<file path="config.mk">
export PLATFORM = sky130hd
export DESIGN_NAME = sector_event_gen
export DESIGN_NICKNAME = d
export VERILOG_FILES = /design/src/rtl/sev_pkg.sv /design/src/rtl/sev_timer.sv /design/src/rtl/sev_regs.sv /design/src/rtl/sev_cmp.sv /design/src/rtl/sev_pulse.sv /design/src/rtl/sev_search.sv /design/src/rtl/sector_event_gen.sv
export SDC_FILE = /design/constraint.sdc
export NUM_CORES = 1
export LEC_CHECK = 0
export ABC_AREA = 1
export ABC_CLOCK_PERIOD_IN_PS = 2300
export BUFFER_PORTS_ARGS = -buffer_cell sky130_fd_sc_hd__buf_4
export CAP_MARGIN = 10
export CELL_PAD_IN_SITES_DETAIL_PLACEMENT = 1
export CELL_PAD_IN_SITES_GLOBAL_PLACEMENT = 2
export CORE_MARGIN = 2
export CORE_UTILIZATION = 30
export DETAILED_ROUTE_END_ITERATION = 16
export PLACE_DENSITY_LB_ADDON = 0.12
export SYNTH_ARGS = -nofsm -noshare
export SYNTH_HDL_FRONTEND = slang
export SYNTH_SLANG_ARGS = --single-unit
</file>
<file path="constraint.sdc">
create_clock -name clk -period 2.3 [get_ports clk]
set_input_delay 0.115 -clock clk [delete_from_list [all_inputs] [get_ports clk]]
set_output_delay 0.115 -clock clk [all_outputs]
set_load 0.03 [all_outputs]
</file>
<file path="src/rtl/sev_pkg.sv">
package sev_pkg;

   // register map (bus word addresses)
   localparam int unsigned A_INDEX = 16;
   localparam int unsigned A_PWRON = 17;
   localparam int unsigned A_PWM   = 18;
   localparam int unsigned A_SRCH  = 19;
   localparam int unsigned A_CFG   = 20;
   localparam int unsigned A_CTRL  = 21;
   localparam int unsigned A_STAT  = 22;
   localparam int unsigned A_CAPT  = 23;
   localparam int unsigned A_LIVE  = 24;

   // control bit positions
   localparam int unsigned CTRL_EN_BIT   = 0;
   localparam int unsigned CTRL_OPEN_BIT = 1;
   localparam int unsigned STAT_CLR_BIT  = 0;

   // named extra compare slots, offset from the sector count
   typedef enum int unsigned {
      X_INDEX = 0,
      X_PWRON = 1,
      X_PWM   = 2,
      X_SRCH  = 3
   } extra_slot_e;

   localparam int unsigned N_EXTRA = 4;

   // bus address of compare slot i when there are ns sector slots
   function automatic int unsigned slot_addr(int unsigned i, int unsigned ns);
      if (i < ns) return i;
      return A_INDEX + (i - ns);
   endfunction

endpackage

</file>
<file path="src/rtl/sev_timer.sv">
module sev_timer #(
   parameter int unsigned TW = 16
) (
   input  logic          clk,
   input  logic          rst_n,
   input  logic          en,
   input  logic          mark_reset,
   output logic [TW-1:0] tmr,
   output logic [TW-1:0] cap
);

   always_ff @(posedge clk or negedge rst_n) begin
      if (!rst_n) begin
         tmr <= '0;
         cap <= '0;
      end else if (!en) begin
         tmr <= '0;
      end else if (mark_reset) begin
         cap <= tmr;
         tmr <= '0;
      end else begin
         tmr <= tmr + TW'(1);
      end
   end

endmodule

</file>
<file path="src/rtl/sev_regs.sv">
module sev_regs
   import sev_pkg::*;
#(
   parameter int unsigned TW    = 16,
   parameter int unsigned AW    = 5,
   parameter int unsigned NS    = 8,
   parameter int unsigned WFW   = 3,
   localparam int unsigned NCMP = NS + N_EXTRA
) (
   input  logic                     clk,
   input  logic                     rst_n,
   input  logic                     bus_we,
   input  logic [AW-1:0]            bus_addr,
   input  logic [TW-1:0]            bus_wdata,
   output logic [NCMP-1:0][TW-1:0]  cmp_val,
   output logic [WFW-1:0]           wfield,
   output logic                     blk_en,
   output logic                     tmr_en,
   output logic                     open_set,
   output logic                     stat_clr
);

   logic wr_cfg, wr_ctrl, wr_stat;

   assign wr_cfg  = bus_we && (bus_addr == AW'(A_CFG));
   assign wr_ctrl = bus_we && (bus_addr == AW'(A_CTRL));
   assign wr_stat = bus_we && (bus_addr == AW'(A_STAT));

   // one register per compare slot
   for (genvar i = 0; i < NCMP; i++) begin : g_cmp_reg
      localparam int unsigned ADDR = slot_addr(i, NS);
      always_ff @(posedge clk or negedge rst_n) begin
         if (!rst_n)
            cmp_val[i] <= '0;
         else if (bus_we && (bus_addr == AW'(ADDR)))
            cmp_val[i] <= bus_wdata;
      end
   end

   always_ff @(posedge clk or negedge rst_n) begin
      if (!rst_n) begin
         wfield <= '0;
         blk_en <= 1'b0;
      end else if (wr_cfg) begin
         wfield <= bus_wdata[WFW-1:0];
         blk_en <= bus_wdata[WFW];
      end
   end

   always_ff @(posedge clk or negedge rst_n) begin
      if (!rst_n)
         tmr_en <= 1'b0;
      else if (wr_ctrl)
         tmr_en <= bus_wdata[CTRL_EN_BIT];
   end

   // single-cycle strobes, a written 0 does nothing
   assign open_set = wr_ctrl && bus_wdata[CTRL_OPEN_BIT];
   assign stat_clr = wr_stat && bus_wdata[STAT_CLR_BIT];

endmodule

</file>
<file path="src/rtl/sev_cmp.sv">
module sev_cmp #(
   parameter int unsigned TW   = 16,
   parameter int unsigned NCMP = 12
) (
   input  logic                    en,
   input  logic [TW-1:0]           tmr,
   input  logic [NCMP-1:0][TW-1:0] cmp_val,
   output logic [NCMP-1:0]         hit
);

   // a zero slot is disabled; all slots compare in parallel
   for (genvar i = 0; i < NCMP; i++) begin : g_slot
      assign hit[i] = en && (cmp_val[i] != '0) && (tmr == cmp_val[i]);
   end

endmodule

</file>
<file path="src/rtl/sev_pulse.sv">
module sev_pulse #(
   parameter int unsigned WFW  = 3,
   localparam int unsigned CW  = WFW + 2
) (
   input  logic           clk,
   input  logic           rst_n,
   input  logic           trig,
   input  logic [WFW-1:0] wfield,
   output logic           pulse
);

   logic [CW-1:0] cnt;
   logic [CW-1:0] load_val;

   // width = field*4 + 1 clocks
   assign load_val = {wfield, 2'b00} + CW'(1);

   always_ff @(posedge clk or negedge rst_n) begin
      if (!rst_n)
         cnt <= '0;
      else if (trig && (wfield != '0))
         cnt <= load_val;
      else if (cnt != '0)
         cnt <= cnt - CW'(1);
   end

   assign pulse = (cnt != '0);

endmodule

</file>
<file path="src/rtl/sev_search.sv">
module sev_search (
   input  logic clk,
   input  logic rst_n,
   input  logic set_cmp,
   input  logic set_host,
   input  logic clr_seq,
   input  logic clr_host,
   output logic win
);

   always_ff @(posedge clk or negedge rst_n) begin
      if (!rst_n)
         win <= 1'b0;
      else if (clr_seq || clr_host)
         win <= 1'b0;
      else if (set_cmp || set_host)
         win <= 1'b1;
   end

endmodule

</file>
<file path="src/rtl/sector_event_gen.sv">
module sector_event_gen
   import sev_pkg::*;
#(
   parameter int unsigned TW  = 16,
   parameter int unsigned AW  = 5,
   parameter int unsigned NS  = 8,
   parameter int unsigned WFW = 3
) (
   input  logic          clk,
   input  logic          rst_n,
   input  logic          bus_we,
   input  logic [AW-1:0] bus_addr,
   input  logic [TW-1:0] bus_wdata,
   output logic [TW-1:0] bus_rdata,
   input  logic          mark_reset,
   input  logic          seq_srch_clr,
   input  logic          missing_mark,
   output logic          sector_pulse,
   output logic          index_pulse,
   output logic          power_on_pulse,
   output logic          pwm_out,
   output logic          search_win
);

   localparam int unsigned NCMP     = NS + N_EXTRA;
   localparam int unsigned I_INDEX  = NS + X_INDEX;
   localparam int unsigned I_PWRON  = NS + X_PWRON;
   localparam int unsigned I_PWM    = NS + X_PWM;
   localparam int unsigned I_SRCH   = NS + X_SRCH;

   // elaboration-time parameter checks
   if (NS < 1 || NS > A_INDEX) begin : g_bad_ns
      $error("sector_event_gen: NS must lie in 1..16");
   end
   if (AW < 5) begin : g_bad_aw
      $error("sector_event_gen: AW must be at least 5");
   end
   if (TW < WFW + 1 || TW < 4) begin : g_bad_tw
      $error("sector_event_gen: TW too narrow for config fields");
   end
   if (WFW < 1 || WFW > 6) begin : g_bad_wfw
      $error("sector_event_gen: WFW must lie in 1..6");
   end

   logic [NCMP-1:0][TW-1:0] cmp_val;
   logic [NCMP-1:0]         hit;
   logic [WFW-1:0]          wfield;
   logic                    blk_en, tmr_en, open_set, stat_clr;
   logic [TW-1:0]           tmr_val, cap_val;
   logic                    suppress, sec_trig, idx_trig;
   logic                    pwr_q, pwm_q;

   sev_regs #(.TW(TW), .AW(AW), .NS(NS), .WFW(WFW)) u_regs (
      .clk       (clk),
      .rst_n     (rst_n),
      .bus_we    (bus_we),
      .bus_addr  (bus_addr),
      .bus_wdata (bus_wdata),
      .cmp_val   (cmp_val),
      .wfield    (wfield),
      .blk_en    (blk_en),
      .tmr_en    (tmr_en),
      .open_set  (open_set),
      .stat_clr  (stat_clr)
   );

   sev_timer #(.TW(TW)) u_timer (
      .clk        (clk),
      .rst_n      (rst_n),
      .en         (tmr_en),
      .mark_reset (mark_reset),
      .tmr        (tmr_val),
      .cap        (cap_val)
   );

   sev_cmp #(.TW(TW), .NCMP(NCMP)) u_cmp (
      .en      (tmr_en),
      .tmr     (tmr_val),
      .cmp_val (cmp_val),
      .hit     (hit)
   );

   // sector/index pulses are withheld while the mark is missing
   assign suppress = blk_en && missing_mark;
   assign sec_trig = (|hit[NS-1:0]) && !suppress;
   assign idx_trig = hit[I_INDEX] && !suppress;

   sev_pulse #(.WFW(WFW)) u_sec_pulse (
      .clk    (clk),
      .rst_n  (rst_n),
      .trig   (sec_trig),
      .wfield (wfield),
      .pulse  (sector_pulse)
   );

   sev_pulse #(.WFW(WFW)) u_idx_pulse (
      .clk    (clk),
      .rst_n  (rst_n),
      .trig   (idx_trig),
      .wfield (wfield),
      .pulse  (index_pulse)
   );

   sev_search u_search (
      .clk      (clk),
      .rst_n    (rst_n),
      .set_cmp  (hit[I_SRCH]),
      .set_host (open_set),
      .clr_seq  (seq_srch_clr),
      .clr_host (stat_clr),
      .win      (search_win)
   );

   // power-on strobe and PWM level
   always_ff @(posedge clk or negedge rst_n) begin
      if (!rst_n) begin
         pwr_q <= 1'b0;
         pwm_q <= 1'b0;
      end else begin
         pwr_q <= hit[I_PWRON];
         if (!tmr_en || mark_reset)
            pwm_q <= 1'b0;
         else if (hit[I_PWM])
            pwm_q <= 1'b1;
      end
   end

   assign power_on_pulse = pwr_q;
   assign pwm_out        = pwm_q;

   // read mux
   always_comb begin
      bus_rdata = '0;
      for (int i = 0; i < NCMP; i++) begin
         if (bus_addr == AW'(slot_addr(i, NS)))
            bus_rdata = cmp_val[i];
      end
      case (bus_addr)
         AW'(A_CFG):  bus_rdata = TW'({blk_en, wfield});
         AW'(A_CTRL): bus_rdata = TW'(tmr_en);
         AW'(A_STAT): bus_rdata = TW'(search_win);
         AW'(A_CAPT): bus_rdata = cap_val;
         AW'(A_LIVE): bus_rdata = tmr_val;
         default: ;
      endcase
   end

endmodule

</file>
After elaboration in Yosys (flattened, before gate mapping)
Index checks and enable logic that the tools add are counted.

Bits of input ports: 27. Bits in registers: 242. Word-level logic and storage cells: 150.

Equality and inequality tests: 28. Reductions and logical operators: 73. Add/subtract/negate cells: 4. Mux-type cells: 23.

Operator list (count): 2-to-1 mux 16 bit (14); == test 16 bit (12); nonzero test 16 bit (12); case mux 16 bit (5 select lines) (1); logical AND 1 bit (46); == test 5 bit (second input constant) (9); == test 5 x 3 -> 1 bit (second input constant) (4); 2-to-1 mux 5 bit (4); adder 16 x 1 -> 16 bit (second input constant) (1); == test 5 x 2 -> 1 bit (second input constant) (2); nonzero test 5 bit (2); subtractor 5 x 1 -> 5 bit (second input constant) (2); nonzero test 2 bit (4); OR reduction 8 bit (1); adder 5 x 1 -> 5 bit (second input constant) (1); == test 5 x 1 -> 1 bit (second input constant) (1); zero test 5 bit (1); 2-to-1 mux 1 bit (4); logical OR 1 bit (3); nonzero test 3 bit (1); zero test 1 bit (2); AND reduction 2 bit (1).

Longest topological paths before layout
Depth after elaboration: 14. Mapped depth: 16. Gate-level depth less buffers: 14.

Modules after synthesis
From an unflattened synthesis, not the netlist that was laid out.

Cell total of the unflattened synthesis: 2627. Area total of the unflattened synthesis: 16518.3 µm².

Modules (own cells, without submodules): sev_regs (cells each 901, instances 1, area an instance 8007.7 µm²); sev_cmp (cells each 995, instances 1, area an instance 4144.0 µm²); sector_event_gen (cells each 474, instances 1, area an instance 2222.1 µm²); sev_timer (cells each 172, instances 1, area an instance 1456.4 µm²); sev_pulse (cells each 39, instances 2, area an instance 316.6 µm²); sev_search (cells each 7, instances 1, area an instance 55.1 µm²).

Worst setup path after synthesis
No wires, ideal clock.

Path kind: register -> register. From: register u_timer.tmr[6]. To: register u_idx_pulse.cnt[4]. Slack: 0.669 ns. Arrival: 1.511 ns. Data required time: 2.180 ns. Setup time: 0.120 ns. Stages on the path, launching flop included: 11. Cell sequence: dfrtp_1 buf_2 buf_2 nand2_1 nand2_1 nor4_1 nand3_1 nor2_1 nand2_1 o21ai_0 inv_1.

Longest elaborated chain between the ends: 5.

RTL lines: start: declaration (line sev_timer.sv:8) `output logic [TW-1:0] tmr,`; start signal: assignment (line sev_timer.sv:22) `tmr <= tmr + TW'(1);`; == test 16 bit * (line sev_cmp.sv:13) `assign hit[i] = en && (cmp_val[i] != '0) && (tmr == cmp_val[i]);`; logical AND 1 bit * (line sev_cmp.sv:13); logical AND 1 bit * (line sector_event_gen.sv:86) `assign idx_trig = hit[I_INDEX] && !suppress;`; logical AND 1 bit * (line sev_pulse.sv:21) `else if (trig && (wfield != '0))`; 2-to-1 mux 5 bit / nonzero test 2 bit (equally long branches); end signal: assignment (line sev_pulse.sv:22) `cnt <= load_val;`; end signal: assignment (line sev_pulse.sv:24) `cnt <= cnt - CW'(1);`; end: declaration (line sev_pulse.sv:12) `logic [CW-1:0] cnt;`.

Mark *: on every way between the ends. The rest lies on a longest branch, timed or not. A chain may end at the register's enable or synchronous reset.

Worst setup path in the final report
From: register u_regs.cmp_val[21] (netlist bit). To: output bus_rdata[5].

Longest elaborated chain between the ends: 12.

RTL lines: start: declaration (line sev_regs.sv:15) `output logic [NCMP-1:0][TW-1:0] cmp_val,`; start signal: indexed assignment (line sev_regs.sv:36) `cmp_val[i] <= bus_wdata;`; 2-to-1 mux 16 bit (11 in a row) (line sector_event_gen.sv:135) `if (bus_addr == AW'(slot_addr(i, NS)))`; case mux 16 bit (5 select lines) (line sector_event_gen.sv:138) `case (bus_addr)`; end: declaration (line sector_event_gen.sv:14) `output logic [TW-1:0] bus_rdata,`.

Every way passes these cells.

==> summary.md <==
| Metric | Value |
|---|---|
| Largest net degree at the start of global routing | `57` |
| Post-synthesis adder-cell area fraction | `0.428%` |
| Peak VDD IR | `0.537 mV` |
| Fin Clk Skew | `0.00852 ns` |
| Max Fanout on Critical Path | `2` |
| Die width | `225 um` |
| Setup crit end | `bus_rdata[5]` |
| RSZ-0062 raised after global routing | `yes` |
| Vias in the first global route | `15,000` |
| CP max stage cell | `dfrtp_2` |
| Req. time, crit path | `around 2.2 ns` |
| Root buffer cell | `clkbuf_16` |
| Clock-pin slew on the worst setup and hold paths | `around 0.070 ns` |
| Area added between synthesis and finish | `22.9%` |
| Cell-by-cell trace of the critical path | `nand3_2, nand2_1, nor2_2, nand4_1, nor2_2, nand3_2, nand2_2, nand4_1, buf_6` |
| Cells on worst reg2reg path | `13` |
| CTS tree | `yes` |
| Final setup fails | `0` |
| Die Span Y | `about 220 um` |
| Initial Util | `30.5%` |
| Share of layout cells above drive strength 1 | `between 15 and 20%` |
| Clk sinks | `242` |
| Max Slew Vio Count | `0` |
| Fmax | `~440 MHz` |
| Max Root-Sink Buffers | `3` |
| Synth Area in Simple Gates | `between 30% and 40%` |
| Die area | `0.0505 mm2` |
| H-tree levels | `1` |
| Total CTS buffers | `30` |
| CP peak stage delay | `0.43 ns` |
| Worst-Margin Slew | `0.817 ns` |
| Ports | `48` |
| Cell area after synthesis | `0.0146 mm2` |
| Post-synth top flop | `dfrtp_1` |
| Port Buffer Count | `47` |
| Leading post-synthesis cells by cell area | `dfrtp_1 41%, nand2_1 19%, o21ai_0 8.9%, nor2_1 5.8%, inv_1 5.3%` |
| Hold Path Depth | `3` |
| Total of max-cap violations | `0` |
| Dpl ws | `-0.0286 ns` |
| Final core occ | `a little under two fifths` |
| Syn_nets | `2,179` |
| FF/Latch Area | `0.00608 mm2` |
| Yosys warning total | `0` |
| Total GRT Usage | `29.0%` |
| Post-Route WL | `72,700 um` |
| Final Wtd Congestion | `0.924` |
| Worst EP arrival | `2.18 ns` |
| Worst setup margin | `0.00230 ns` |
| Multi-input logic area | `around 0.0075 mm2` |
| Total number of vias | `15,200` |
| Sequential cell area fraction in the yosys report | `approximately two fifths` |
| Final Hold Viols | `0` |
| Row count | `80` |
| DRC | `0` |
| CP Depth | `9` |
| Reg-to-reg setup timing slack | `roughly 0.14 ns` |
| RR Startpoint | `u_timer.tmr[12]$_DFF_PN0_` |
| Post-synthesis register bit count | `242` |
| Unique cell type count in the Yosys netlist | `39` |
| Synthesized instance count | `2,147` |
| Critical path startpoint | `u_regs.cmp_val[21]$_DFFE_PN0P_` |
| Critical path class | `register to output port` |
| Initial antenna violation count | `2` |
| Setup crit start kind | `register` |
| Remaining Overflow, GRT | `0` |
| Synth Area per Inst | `6.80 um2` |
| DRT iter0 DRCs | `1,470` |
| Post-detail-place hpwl | `approximately 54,000 um` |
| Synth area leader | `dfrtp_1` |
| Pwr Total | `15.1 mW` |
| Leakage | `8.76 nW` |
| Buf/Inv on CP | `1` |
| Post-synth EDFFs | `0` |
| Routed len/inst | `24.9 um` |
| Pre-antenna DRT Iters | `6` |
| Power per cell area | `842 mW/mm2` |
| Share of synthesized registers carrying an async set or reset | `100%` |
| First-pass GRT wire length | `106,000 um` |
| Period utilization | `99.9%` |
| Critical R2R Capture | `u_sec_pulse.cnt[4]$_DFFE_PN0P_` |
| Top cell type's share of synthesized area | `41.5%` |
| Post-synthesis mux area share | `0%` |
| DRT antenna net count | `0` |
| Critical path's top delay family | `simple AND/OR/NAND/NOR gates` |
| Synth Area in Compound Gates | `roughly 12%` |
| Post-Synth XOR/XNOR Area | `under 10%` |
| Final min period | `between 2 and 2.5 ns` |
| Skew-Pair Late Insertion Delay | `0.59 ns` |
| Vias/cell | `5.22` |
| Core ar. | `about 0.048 mm2` |
| Outcome | `finished clean` |
| Nets@finish | `around 2,300` |
| Setup crit end kind | `output port` |
| Worst Hold Class | `input pin to register` |
| Largest family of logic cells by synthesized area | `simple AND/OR/NAND/NOR gates` |
| Relative slew slack | `between 40 and 50%` |
| Layout fillers | `5,951` |
==> cells in the final DEF (no fill, tap or decap), drive strengths merged <==
cell         instances
a211oi               2
a21oi               28
a221oi               7
a22oi               12
a31o                 1
a31oi                1
a41oi                1
buf                200
bufinv               4
clkbuf              40
clkinv              11
clkinvlp             4
dfrtp              242
diode                1
dlygate4sd3          4
ha                   5
inv                215
nand2              751
nand3               75
nand4               59
nor2               235
nor3                14
nor3b                1
nor4                25
o2111ai              3
o211ai               3
o21a                 1
o21ai              267
o21bai               1
o22ai               12
or2                 10
or3                  1
xnor2               13
xor2                50
==> layout make-up <==
type | instances | share of cell area (%)
clock inverter | 15 | 1.10
inverter | 219 | 4.63
tap | 615 | 4.29
clock buffer | 40 | 4.67
sequential | 242 | 33.9
timing repair buffer | 204 | 9.88
multi-input combinational | 1578 | 41.6
antenna | 1 | 0.0139
==> per-stage QoR <==
step	std cells	TNS [ns]	cell area (um2)	hold WS, ns
2_1_floorplan	2147	0	14600	-0.181
3_3_place_gp	2813	-0.0450	16300	0.0853
3_5_place_dp	2813	-0.0666	16300	0.0916
4_1_cts	2897	-0.314	17700	0.00374
5_1_grt	2913	-0.244	18000	0.0573
6_report	2914	0	18000	0.0277
==> worst min-delay path by stage <==
stage,start,to,slack (ns)
CTS,bus_we,u_regs.tmr_en$_DFFE_PN0P_,0.004
global placement,rst_n,u_regs.cmp_val[44]$_DFFE_PN0P_,0.09
detailed placement,rst_n,u_regs.cmp_val[35]$_DFFE_PN0P_,0.09
global route,bus_we,u_regs.tmr_en$_DFFE_PN0P_,0.06
finish,bus_we,u_regs.tmr_en$_DFFE_PN0P_,0.03
floorplan,rst_n,power_on_pulse$_DFF_PN0_,-0.18
==> worst reg2reg max path: cells and delay by family, from the launching register on <==
family          cells  cell delay (ns)
flops               1             0.40
buf+inv             2             0.28
compound gates      1             0.39
simple gates       10             1.00
==> flip-flops by register name (all words and copies together), names as in the netlist <==
name	flops
u_regs.wfield	3
u_timer.tmr	16
power_on_pulse	1
u_search.win	1
u_regs.cmp_val	192
u_regs.tmr_en	1
u_regs.blk_en	1
u_sec_pulse.cnt	5
u_timer.cap	16
pwm_out	1
u_idx_pulse.cnt	5
==> cells by family (layout without fill, tap and decap cells) <==
logic type,count (synthesis),after routing
AND/OR/NAND/NOR,1171,1171
AO/OA/AOI/OAI,339,339
buffers and inverters,327,478
flip-flops,242,242
XOR/XNOR,63,63
adder cells (fa/ha/maj),5,5
other,0,1
==> what timing repair did <==
item | in CTS | in global routing
setup endpoints to repair | 19 | 26
buffers inserted | 25 | 16
pin swaps | 48 | 52
resized for setup | 70 | 51
hold buffers | 4 | 0
hold endpoints to repair | 245 | 0
==> cell usage after synthesis, drive strengths merged, types with 4 or more instances <==
| library cell | count |
|---|---|
| a21oi | 28 |
| a221oi | 7 |
| a22oi | 12 |
| buf | 52 |
| clkbuf | 56 |
| clkinv | 4 |
| dfrtp | 242 |
| ha | 5 |
| inv | 215 |
| nand2 | 751 |
| nand3 | 75 |
| nand4 | 59 |
| nor2 | 235 |
| nor3 | 14 |
| nor4 | 25 |
| o21ai | 267 |
| o22ai | 12 |
| or2 | 10 |
| xnor2 | 13 |
| xor2 | 50 |
==> report_power, final <==
part	internal [mW]	switching (mW)	total [mW]
Clock	3.00	2.07	5.07
Combinational	1.50	2.54	4.04
Sequential	5.02	0.981	6.00
==> routing by layer <==
layer / GRT usage [%] / vias to the layer above / routed length (um)
met2: 42.7 / 438 / 30500
met4: 6.32 / 0 / 1550
li1: - / 7093 / -
met3: 4.23 / 65 / 4720
met5: 0 / - / 0
met1: 44.5 / 7612 / 36000
Note: power is estimated with default switching activity, not from simulation.
